--- src/rtl/sar_rot_ctrl.sv ---
module sar_rot_ctrl #(
  parameter int NBITS  = 10,
  parameter int NUNARY = 5
) (
  input  logic                      clk,
  input  logic                      rst_n,
  input  logic                      start,
  input  logic                      rotate,
  input  logic                      cmp_rdy,
  input  logic                      cmp_out,
  output logic                      sample,
  output logic [(1<<NUNARY)-1:0]    unit_p,
  output logic [(1<<NUNARY)-1:0]    unit_n,
  output logic [NBITS-NUNARY-2:0]   bin_p,
  output logic [NBITS-NUNARY-2:0]   bin_n,
  output logic                      done,
  output logic [NBITS-1:0]          code
);
  localparam int POOL = 1 << NUNARY;
  localparam int PW   = NUNARY;
  localparam int NBIN = NBITS - NUNARY - 1;
  localparam int SW   = $clog2(NBITS);
  localparam logic [SW-1:0] LAST  = SW'(NBITS - 1);
  localparam logic [SW-1:0] NU    = SW'(NUNARY);
  localparam logic [SW-1:0] TOPU  = SW'(NUNARY - 1);
  localparam logic [SW-1:0] TOPB  = SW'(NBITS - 2);

  typedef enum logic [1:0] {IDLE, SAMP, CONV} st_t;

  st_t             st;
  logic [SW-1:0]   step;
  logic [PW-1:0]   ptr_p, ptr_n;
  logic [PW:0]     ucnt;
  logic [POOL-1:0] win_p, win_n;
  logic [NBIN-1:0] bstep;
  logic [NBITS-1:0] cbit;
  logic            take;

  function automatic logic [POOL-1:0] window(input logic [PW-1:0] p, input logic [PW:0] n);
    logic [POOL-1:0] w;
    for (int i = 0; i < POOL; i++) begin
      logic [PW-1:0] d;
      d = PW'(i) - p;
      w[i] = {1'b0, d} < n;
    end
    return w;
  endfunction

  assign take   = (st == CONV) && cmp_rdy;
  assign sample = (st == SAMP);
  assign ucnt   = (step < NU) ? ((PW+1)'(1) << (TOPU - step)) : '0;
  assign win_p  = window(ptr_p, ucnt);
  assign win_n  = window(ptr_n, ucnt);
  assign bstep  = (step >= NU && step < LAST) ? (NBIN'(1) << (TOPB - step)) : '0;
  assign cbit   = NBITS'(1) << (LAST - step);

  always_ff @(posedge clk or negedge rst_n) begin
    if (!rst_n) begin
      st     <= IDLE;
      step   <= '0;
      ptr_p  <= '0;
      ptr_n  <= '0;
      unit_p <= '0;
      unit_n <= '0;
      bin_p  <= '0;
      bin_n  <= '0;
      code   <= '0;
      done   <= 1'b0;
    end else begin
      done <= 1'b0;
      case (st)
        IDLE: if (start) begin
          st     <= SAMP;
          step   <= '0;
          unit_p <= '0;
          unit_n <= '0;
          bin_p  <= '0;
          bin_n  <= '0;
          code   <= '0;
          if (!rotate) begin
            ptr_p <= '0;
            ptr_n <= '0;
          end
        end
        SAMP: st <= CONV;
        CONV: if (take) begin
          if (cmp_out) begin
            code   <= code | cbit;
            unit_p <= unit_p | win_p;
            bin_p  <= bin_p | bstep;
            ptr_p  <= ptr_p + ucnt[PW-1:0];
          end else begin
            unit_n <= unit_n | win_n;
            bin_n  <= bin_n | bstep;
            ptr_n  <= ptr_n + ucnt[PW-1:0];
          end
          if (step == LAST) begin
            st   <= IDLE;
            done <= 1'b1;
          end else begin
            step <= step + 1'b1;
          end
        end
        default: st <= IDLE;
      endcase
    end
  end
endmodule


--- config.mk ---
export PLATFORM = sky130hd
export DESIGN_NAME = sar_rot_ctrl
export DESIGN_NICKNAME = d
export VERILOG_FILES = /design/src/rtl/sar_rot_ctrl.sv
export SDC_FILE = /design/constraint.sdc
export NUM_CORES = 1
export LEC_CHECK = 0
export BUFFER_PORTS_ARGS = -buffer_cell sky130_fd_sc_hd__buf_2
export CAP_MARGIN = 0
export CORE_MARGIN = 1
export CORE_UTILIZATION = 58
export DETAILED_ROUTE_END_ITERATION = 10
export PLACE_DENSITY = 0.89
export SLEW_MARGIN = 0
export SYNTH_ARGS = -nofsm -noshare
export SYNTH_HDL_FRONTEND = slang
export SYNTH_SLANG_ARGS = --single-unit
--- constraint.sdc ---
create_clock -name clk -period 5.4 [get_ports clk]
set_clock_uncertainty 0.1 [all_clocks]
set_input_delay 1.35 -clock clk [delete_from_list [all_inputs] [get_ports clk]]
set_output_delay 1.35 -clock clk [all_outputs]
set_load 0.02 [all_outputs]
; Yosys cells after proc, flatten, opt, wreduce, memory -nomap -nowiden
; Index checks and enable logic that the tools add are counted.
[classes]
n_bitwise = 5
n_addsub = 70
reduce_logical = 10
muxes = 38
shifts = 3
n_lt_le_gt_ge = 67
n_eq_ne = 10
[ops]
columns = operator, count
row1 = 5-bit by 6-bit < comparator with 1-bit output, 64
row2 = 32-bit two-way mux, 5
row3 = "5-bit subtractor, first input constant", 32
row4 = 32-bit case mux with 2 select lines, 2
row5 = "4-bit by 5-bit subtractor with 5-bit output, first input constant", 16
row6 = 32-bit OR, 2
row7 = "3-bit by 5-bit subtractor with 5-bit output, first input constant", 8
row8 = 4-bit two-way mux, 8
row9 = 10-bit two-way mux, 3
row10 = 5-bit two-way mux, 6
row11 = 4-bit case mux with 2 select lines, 3
row12 = 10-bit case mux with 2 select lines, 1
row13 = 5-bit case mux with 2 select lines, 2
row14 = "1-bit by 5-bit subtractor with 5-bit output, first input constant", 4
row15 = "2-bit by 5-bit subtractor with 5-bit output, first input constant", 4
row16 = "2-bit inequality test, second input constant", 6
row17 = 4-bit AND reduction, 3
row18 = 5-bit adder, 2
row19 = 10-bit OR, 1
row20 = 5-bit AND reduction, 2
row21 = "1-bit by 4-bit left shift with 10-bit output, first input constant", 1
row22 = 4-bit OR, 2
row23 = "4-bit subtractor, first input constant", 2
row24 = 2-bit two-way mux, 3
row25 = 18 further kinds, 21
[totals]
reg_bits = 99
input_bits = 6
out_inout_bits = 84
wordCells = 213

; Depth between registers and ports, before layout
; Gate-level depths: netlist of the first run.
[depth]
depth_word = 8
depth_mapped = 14
depth_no_buf = 12

; Worst setup path after synthesis of the first run
; Ideal clock, no wire load.
[synth_timing]
path_type = register -> register
from = reg step[0]
to = reg unit_n[27]
setup_ps = 127
arrival_time_ps = 2880
synth_period_minus_slack_ps = 3107
setup_slack_ps = 2293
path_buffers = 2
path_stages_with_launch = 13
required_ps = 5173
path_cell_list = dfrtp_1 buf_6 inv_1 ha_1 buf_2 and4b_1 o21ba_2 nand2_1 ha_1 o21ba_2 maj3_2 o31ai_1 nand2_1
[synth_via]
elab_chain_len = 8
word_cells_on_any_way = 9
cone_classes = 1 x add/sub / 2 x order compare / 1 x shift / 4 x mux / 1 x bitwise
[synth_rtl]
columns = item, line
row1 = start: declaration, 31  ; logic [SW-1:0] step;
row2 = start signal: assignment, 101  ; step <= step + 1'b1;
row3 = 3-bit by 4-bit subtractor with 4-bit output, 51  ; assign ucnt = (step < NU) ? ((PW+1)'(1) << (TOPU - step)) : '0;
row4 = 1-bit by 4-bit left shift with 6-bit output, 51
row5 = 6-bit two-way mux (*), 51
row6 = 5-bit by 6-bit < comparator with 1-bit output (*), 44  ; w[i] = {1'b0, d} < n;
row7 = 32-bit OR (*), 93  ; unit_n <= unit_n | win_n;
row8 = 32-bit two-way mux (*), 87  ; if (cmp_out) begin
row9 = 32-bit two-way mux (*), 86  ; CONV: if (take) begin
row10 = 32-bit case mux with 2 select lines (*), 71  ; case (st)
row11 = end signal: assignment, 93
row12 = end: declaration, 13  ; output logic [(1<<NUNARY)-1:0] unit_n,
; Mark *: on every way between the ends. The rest lies on a longest branch, timed or not. The select of a mux whose other input is x is not followed.
; A chain may end at the register's enable or synchronous reset.

; Final worst setup path of the first run
[layout_timing]
from = reg step[0]
to = reg unit_n[25]
; The elaborated chain is that of the path after synthesis.

==> results.cfg, run 1 <==
[outcome]
status = finished, final reports clean

[routing]
routed.top_layer = met4
routedLengthMet1_um = 8380
ant_nets = 0
vias = 6611
dr_wl_met3_um = 1530
firstDrtPassIters = 7
wl_per_cell_um = 17.9
via_per_inst = 6.07
drt_wl_total_um = 19500
routed-wl-met2_um = 8830
drc = 0
drtIter0Drc = 804

[clocking]
clk_latency_ns = 0.37
cts-root-buf = clkbuf_16
clock_path_buffers = 2
clk_pin_slew_worst_paths_ns = 0.07
cts.sinks = 99
ctsHoldBuffers = 0
cts_buffers = 9
postCtsSetupBuffers = 0
cts_max_level = 3
cts_resized = 0
cts_tree = built

[global_route]
grt_pass1_wl_um = 31600
grt_overflow = 0
grt_pass1_vias = 6410
grt_max_degree = 68
antenna_found_initial = 0
gr-usage-all-layers_pct = 31.3

[synthesis]
yosysTopAreaCell = dfrtp_1
syn_area_sq_um = 7330
async_flop_share_pct = 100
synth-edff-count = 0
synth_cell_types = 57
yosys_warnings = 0
synthesis.nets = 933
syn-instance-count = 848
synth_area_leaders = dfrtp_1, ha_1, xnor2_1
synth_top_area_share_pct = 33.8
yosysSeqAreaShare_pct = 33.8
postSynthAreaPerCell_sq_um = 8.64
ys_ff_latch = 99
ys.flop_type = dfrtp_1

[power]
ir_drop_mv = 0.305
power_leakage_nw = 3.92
p_sw_mw = 2.83
pwr-share-comb_pct = 65.4
switching_share_pct = 50.4
sequentialPowerShare_pct = 21.8
power.internal_mw = 2.79
power_density_nw_per_um2 = 687
clock_power_share_pct = 12.8

[layout]
final_common_cell = a21oi_1
area_growth_pct = 11.7
drive_above_1_share_pct = 14.0
antennaDiodeCount = 0
nNetsFinal = 1002
nFillCells = 968
final_cells = 1090
final_cell_mix = a21oi_1, nor2_1, dfrtp_1

[floorplanning]
dieArea_sq_um = 13100
placementRows = 40
die_h_um = 114
initial_utilization_pct = 60.3
die_x_um = 114
ios = 90
core_region_area_sq_um = 12200

[timing]
grt_setup_unrepaired = false
final.setup.tns_ns = 0
finalMaxSlewViolations = 0
slew_headroom_pct = 31.3
setup_viol = 0
min_period_over_period_pct = 69.7
fmax_mhz = 266
tightest_slew_ns = 1.03
finalHoldViolCount = 0
post-route-min-period_ns = 3.76

[run]
cap_violations = 0

[placement]
io_buffers = 89
gp_congestion = 0.908
placedCellCount = 1074
hpwl_um = 13400

[min_path]
min_path_type = reg2reg

[worst_setup_path]
required_ns = 5.55
cp_slowest_cell = dfrtp_1
path_class = reg2reg
cpMostUsedCell = ha_1
endpoint_kind = register
cp_cell_sequence = inv_1, ha_1, and4b_1, o21ba_2, nand2_1, ha_1, o21bai_1, a21o_1, nor2_1, o21ai_0, a31oi_1, o21a_1
cp_max_fo = 12
cp.arrival_ns = 3.92
max_stage_delay_ns = 0.56
crit_path_start_kind = register
worst paths after layout:
path / cells after the start / from / to / slack (ns)
min in group asynchronous: 1 / rst_n / unit_p[6]$_DFFE_PN0P_ / 0.99
setup reg to reg: 12 / step[0]$_DFFE_PN0P_ / unit_n[25]$_DFFE_PN0P_ / 1.64
hold / removal: 2 / unit_p[0]$_DFFE_PN0P_ / unit_p[0]$_DFFE_PN0P_ / 0.39
setup / recovery: 12 / step[0]$_DFFE_PN0P_ / unit_n[25]$_DFFE_PN0P_ / 1.64
hold reg to reg: 2 / unit_p[0]$_DFFE_PN0P_ / unit_p[0]$_DFFE_PN0P_ / 0.39
max in group asynchronous: 2 / rst_n / unit_p[13]$_DFFE_PN0P_ / 3.25
synth_stat cells (all sizes together) (2+ instances only):
library cell and count:
o21bai 7, o2111ai 3, a22oi 3, o221ai 2
a21o 19, a211oi 2, o21ba 2, nand2b 3
a21boi 3, nor2b 11, clkbuf 17, nand3b 3
nor4 6, xnor2 74, o21a 9, o21ai 70
a221oi 4, nor2 104, fa 2, and2 5
buf 23, inv 47, xor2 10, dfrtp 99
o31ai 5, nand3 8, ha 77, maj3 21
nand2 50, a31oi 12, a2111oi 5, nor3 10
a21oi 111, a22o 8
per-stage QoR:
step	setup WS [ns]	power, mW	utilization (%)	cell area, sq um	hold WS (ns)
after CTS	1.71	5.56	67.3	8190	0.390
after detailed placement	1.78	4.81	64.6	7860	0.375
after global placement	1.92	4.68	64.6	7860	0.353
final	1.64	5.62	67.3	8190	0.389
after global routing	1.39	6.06	67.3	8190	0.408
after floorplan	2.29	3.94	-	7330	0.439
power groups by stage:
stage	Sequential (mW)	Clock, mW	Combinational, mW
after CTS	1.22	0.722	3.62
after detailed placement	1.23	0	3.58
after global placement	1.23	0	3.45
final	1.23	0.720	3.68
after global routing	1.26	0.752	4.05
after floorplan	1.39	0	2.55
layer usage:
metal  up-vias  GRT usage, %
met3        63          5.77
met5         -             0
met2       324          49.0
li1       3064             -
met4         0          16.9
met1      3160          41.1
kinds of logic (layout without fill, tap and decap cells):
logic type               count (synthesis)  in the layout  share of synthesized area, %
AO/OA/AOI/OAI                          272            272                          22.1
AND/OR/NAND/NOR                        206            206                          12.2
adder cells (fa/ha/maj)                100            100                          16.6
flip-flops                              99             99                          33.8
buffers and inverters                   87            161                          5.14
XOR/XNOR                                84             84                          10.0
sequential cells by signal, summed over array words and instances, names as in the netlist:
register	cells
ptr_n	5
ptr_p	5
step	4
bin_p	4
code	10
unit_n	32
bin_n	4
unit_p	32
done	1
st	2
final cells by class:
class                   count  area, sq um  area share (%)
flip-flops and latches     99         2480            30.3
repair buffers             98          515            6.30
inverters                  47          179            2.19
multi-input cells         662         4480            54.7
well taps                 168          210            2.57
clock inverters             5         83.8            1.02
clock buffers              11          243            2.96
critical path, delay by kind of cell, from the launching register on:
kind	cells	cell delay (ns)
buffers and inverters	1	0.19
and+or+nand+nor	3	0.63
AOI/OAI and AO/OA	6	1.46
adders and majority gates	2	0.70
DFF	1	0.56
No activity file was read; power rests on OpenSTA's default activity.
==> inputs of run 2 (changes only) <==
- clock period: 5.4 -> 3.8 ns (I/O delays scaled with it)
==> results.cfg, run 2 (synthesized netlist as in run 1, its figures left out) <==
[clocking]
clock_path_buffers = 2
postCtsSetupBuffers = 0
cts_max_level = 3
cts-root-buf = clkbuf_16
ctsHoldBuffers = 0
clk_pin_slew_worst_paths_ns = 0.07
cts_tree = built
clk_latency_ns = 0.36
cts_buffers = 9
cts.sinks = 99

[floorplanning]
placementRows = 40
die_x_um = 114
die_h_um = 114
ios = 90
dieArea_sq_um = 13100
initial_utilization_pct = 60.3
core_region_area_sq_um = 12200

[layout]
final_cell_mix = a21oi_1, nor2_1, dfrtp_1
area_growth_pct = 12.1
nFillCells = 998
final_cells = 1100
final_common_cell = a21oi_1
largestRegisters = unit_n: 32 flops, unit_p: 32 flops, code: 10 flops
postLayoutCoreUtil_pct = 67.6
multi_input_area_sq_um = 4480
drive_above_1_share_pct = 14.9
nNetsFinal = 1012
register_area_sq_um = 2480
antennaDiodeCount = 0

[timing]
slew_headroom_pct = 43.2
setup_viol = 0
min_period_over_period_pct = 94.1
post-route-min-period_ns = 3.58
tightest_slew_ns = 0.849
finalHoldViolCount = 0
fin_hold_ws_ns = 0.387
finalMaxSlewViolations = 0
grt_setup_unrepaired = false
fmax_mhz = 280
final.setup.tns_ns = 0

[routing]
ant_nets = 0
drc = 0
vias = 6657
wl_per_cell_um = 17.8
drtIter0Drc = 648
drt_wl_total_um = 19600
via_per_inst = 6.05
firstDrtPassIters = 6

[global_route]
grt_overflow = 0
gr-usage-all-layers_pct = 31.5
grt_util_met2_pct = 48.8
grt_use_met1_pct = 41.9
use_met3_pct = 6.56
grt_max_degree = 62
grt_pass1_vias = 6510
grt_busiest_layer = met2
grt_pass1_wl_um = 32100
antenna_found_initial = 0

[worst_setup_path]
required_ns = 3.96
path_class = reg2reg
cp.arrival_ns = 3.74
crit_path_start_kind = register
cp_max_fo = 9
endpoint_kind = register

[outcome]
status = finished, final reports clean

[power]
power_density_nw_per_um2 = 963
p_total_mw = 7.91
power_leakage_nw = 3.95
ir_drop_mv = 0.433

[min_path]
min_path_type = reg2reg

[run]
cap_violations = 0

[placement]
placedCellCount = 1084
hpwl_um = 13900
io_buffers = 89
gp_congestion = 0.965
run 2: final timing paths:
check                                 startpoint                     end  slack (ns)  cells after the start
min in group asynchronous                  rst_n  unit_n[18]$_DFFE_PN0P_        0.58                      1
min                        unit_n[3]$_DFFE_PN0P_   unit_n[3]$_DFFE_PN0P_        0.39                      1
max                          step[1]$_DFFE_PN0P_   unit_p[5]$_DFFE_PN0P_        0.22                     12
max reg2reg                  step[1]$_DFFE_PN0P_   unit_p[5]$_DFFE_PN0P_        0.22                     12
max in group asynchronous                  rst_n   unit_p[3]$_DFFE_PN0P_        2.34                      2
min reg2reg                unit_n[3]$_DFFE_PN0P_   unit_n[3]$_DFFE_PN0P_        0.39                      1
run 2: metrics by stage:
| stage | worst slack [ns] | area, sq um |
|---|---|---|
| 2_1_floorplan | 0.693 | 7330 |
| 3_3_place_gp | 0.488 | 7950 |
| 6_report | 0.223 | 8220 |
| 4_1_cts | 0.198 | 8210 |
| 5_1_grt | 0.0165 | 8220 |
| 3_5_place_dp | 0.263 | 7950 |
run 2: critical path: stages, from the launching register on:
cell and delay [ns]:
dfrtp_1 0.44, inv_1 0.21, ha_2 0.32, and4b_1 0.25
o21ba_2 0.17, nand2_1 0.25, ha_1 0.40, o21bai_1 0.36
a21oi_1 0.13, maj3_1 0.35, nor2_1 0.18, a21oi_1 0.12
o21a_1 0.18
run 2: routing by layer:
metal / vias to the layer above / share of wire (%) / routed length (um)
met3: 49 / 7.6 / 1500
met4: 0 / 3.0 / 585
li1: 3090 / - / -
met5: - / 0 / 0
met1: 3199 / 44 / 8560
met2: 319 / 46 / 8940
run 2: cell type report:
cell class	instances	share of cell area, %
clock buffers	10	2.79
repair buffers	108	7.34
flip-flops and latches	99	30.2
inverters	47	2.18
clock inverters	6	0.487
multi-input cells	662	54.5
well taps	168	2.56
run 2: power by group:
| part | internal [mW] | leakage [nW] | switching (mW) | total [mW] |
|---|---|---|---|---|
| combinational | 2.04 | 2.48 | 3.29 | 5.33 |
| clock | 0.446 | 0.133 | 0.425 | 0.871 |
| sequential | 1.39 | 1.34 | 0.325 | 1.71 |
run 2: what timing repair did:
| item | in CTS | in global routing |
|---|---|---|
| gates resized for setup | 0 | 1 |
| hold endpoints to repair | 0 | 0 |
| endpoints found under the setup margin | 0 | 2 |
==> inputs of run 3 (changes only) <==
--- a/config.mk
+++ b/config.mk
@@ -6,4 +6,5 @@
 export NUM_CORES = 1
 export LEC_CHECK = 0
+export ABC_AREA = 1
 export BUFFER_PORTS_ARGS = -buffer_cell sky130_fd_sc_hd__buf_2
 export CAP_MARGIN = 0
@@ -11,5 +12,5 @@
 export CORE_UTILIZATION = 58
 export DETAILED_ROUTE_END_ITERATION = 10
-export PLACE_DENSITY = 0.89
+export PLACE_DENSITY = 0.85
 export SLEW_MARGIN = 0
 export SYNTH_ARGS = -nofsm -noshare
==> constraint.sdc (replaced) <==
create_clock -name clk -period 3.8 [get_ports clk]
set_clock_uncertainty 0.1 [all_clocks]
set_input_delay 0 -clock clk [delete_from_list [all_inputs] [get_ports clk]]
set_output_delay 0 -clock clk [all_outputs]
set_load 0.02 [all_outputs]
==> results.cfg, run 3 <==
[outcome]
status = finished, final reports clean

[floorplanning]
initial_utilization_pct = 60.0
die_x_um = 123
dieArea_sq_um = 15000
ios = 90
core_region_area_sq_um = 14000
die_h_um = 123
placementRows = 43

[routing]
vias = 8262
via_per_inst = 5.50
drtIter0Drc = 703
firstDrtPassIters = 5
ant_nets = 0
drc = 0
drt_wl_total_um = 21700
wl_per_cell_um = 14.5

[clocking]
cts.sinks = 99
cts_tree = built
clock_path_buffers = 2
clk_pin_slew_worst_paths_ns = 0.07
postCtsSetupBuffers = 0
cts-root-buf = clkbuf_16
cts_max_level = 3
cts_buffers = 9
clk_latency_ns = 0.36
cts_resized = 0
ctsHoldBuffers = 2

[worst_setup_path]
rrSetupSlack_ns = 0.38
cp_slowest_cell = dfrtp_1
required_ns = 3.98
crit_start = step[1]$_DFFE_PN0P_
critPathCapture = unit_n[22]$_DFFE_PN0P_
endpoint_kind = register
r2r_cells = 17
reg2reg_to = unit_n[22]$_DFFE_PN0P_
path_class = reg2reg
max_stage_delay_ns = 0.43
r2r-start = step[1]$_DFFE_PN0P_
crit_cells = 17
crit_path_start_kind = register
path_delay_family = simple AND/OR/NAND/NOR gates
cp_max_fo = 8
cp_cell_sequence = inv_1, ha_1, inv_1, nand2_1, nand2_4, inv_1, nand2_1, nor2_1, ha_1, inv_1, a21oi_1, nor2_1, o21ai_0, nand2_1, nand2_1, nand3_1, a21oi_1
critPathBufInv = 4
cp.arrival_ns = 3.60

[global_route]
grt_max_degree = 68
gr-usage-all-layers_pct = 30.4
antenna_found_initial = 1
grt_overflow = 0
grt_pass1_wl_um = 36000
grt_pass1_vias = 7637

[layout]
antennaDiodeCount = 0
fin_area_sq_um = 9290
nNetsFinal = 1401
final_common_cell = nand2_1
postLayoutCoreUtil_pct = 66.1
largestRegisters = unit_n: 32 flops, unit_p: 32 flops, code: 10 flops
drive_above_1_share_pct = 12.3
nFillCells = 1198
final_cells = 1501
area_growth_pct = 10.3
final_cell_mix = nand2_1, inv_1, a21oi_1

[synthesis]
yosys_warnings = 0
syn-instance-count = 1246
syn_area_sq_um = 8420
synth_cell_types = 42
async_flop_share_pct = 100
ys_ff_latch = 99
ys.flop_type = dfrtp_1
synth-edff-count = 0
synth_most_common_cell = nand2_1
synth_common_cells = nand2_1, inv_1, a21oi_1
synth_area_leaders = dfrtp_1, nand2_1, ha_1
synthesis.nets = 1331
yosysSeqAreaShare_pct = 29.4
synth_top_area_share_pct = 29.4
postSynthAreaPerCell_sq_um = 6.76
yosysTopAreaCell = dfrtp_1

[timing]
slew_headroom_pct = 41.7
grt_setup_unrepaired = false
final.setup.tns_ns = 0
finalHoldViolCount = 0
tightest_slew_ns = 0.875
setup_viol = 0
post-route-min-period_ns = 3.42
min_period_over_period_pct = 90.1
finalMaxSlewViolations = 0
fmax_mhz = 292

[run]
cap_violations = 0

[placement]
placedCellCount = 1483
placed_cell_area_sq_um = 8980
gp_congestion = 0.919
io_buffers = 89
hpwl_um = 15500

[min_path]
min_path_type = in2reg
==> run 3: cell types whose count changed in the layout (fill, tap and decap cells not counted), moves of 24 or more <==
cell     before  now
a21oi_1     111  144
inv_1        43  183
nand2_1      50  369
nand3_1       8   66
nor2_1      103   79
o21ai_0      68   40
xnor2_1      74    7
xor2_1       10   43
==> run 3: per-layer routing <==
layer	GRT usage [%]	wire (um)	vias up
met5	0	0	-
met4	12.1	503	0
met3	6.74	1770	53
met2	47.7	9840	327
met1	40.6	9600	3824
li1	-	-	4058
==> run 3: how the worst min path moves through the flow <==
stage          startpoint                      to  depth (start not counted)
5_1_grt             start     step[1]$_DFFE_PN0P_                          5
2_1_floorplan       rst_n    bin_n[0]$_DFFE_PN0P_                          0
4_1_cts             start     step[1]$_DFFE_PN0P_                          5
3_3_place_gp        rst_n  unit_n[12]$_DFFE_PN0P_                          1
6_report            start     step[1]$_DFFE_PN0P_                          5
3_5_place_dp        rst_n  unit_n[12]$_DFFE_PN0P_                          1
==> run 3: kinds of logic (layout without fill, tap and decap cells) <==
| family | Yosys count | in the layout | share of synthesized area, % |
|---|---|---|---|
| compound gates | 217 | 217 | 13.9 |
| simple gates | 562 | 562 | 28.0 |
| fa+ha+maj | 79 | 79 | 11.9 |
| xor+xnor | 50 | 50 | 5.20 |
| buf+inv | 239 | 314 | 11.5 |
| flops | 99 | 99 | 29.4 |
==> run 3: metrics by stage <==
stage / worst slack, ns / hold slack [ns]
4_1_cts: 0.435 / 0.0153
3_3_place_gp: 0.632 / 0.0614
2_1_floorplan: 0.760 / -0.396
5_1_grt: 0.0808 / 0.0571
6_report: 0.378 / 0.0233
3_5_place_dp: 0.465 / 0.0666
==> run 3: tightest hold or removal path, stage by stage <==
cell	delay (ns)
buf_2	0.09
inv_1	0.11
nand2_1	0.07
nand2_1	0.09
o32ai_1	0.08
==> run 3: final cells by class <==
cell class	count	area [sq um]	share of cell area (%)
Multi-Input combinational cell	908	4980	53.6
Sequential cell	99	2480	26.7
Inverter	192	723	7.79
Timing Repair Buffer	106	593	6.38
Clock buffer	12	256	2.76
Tap cell	180	225	2.42
Clock inverter	4	32.5	0.350
Power of run 3 is not shown: default switching activity piles up to over one toggle a cycle in this logic, so the estimate is an artifact.
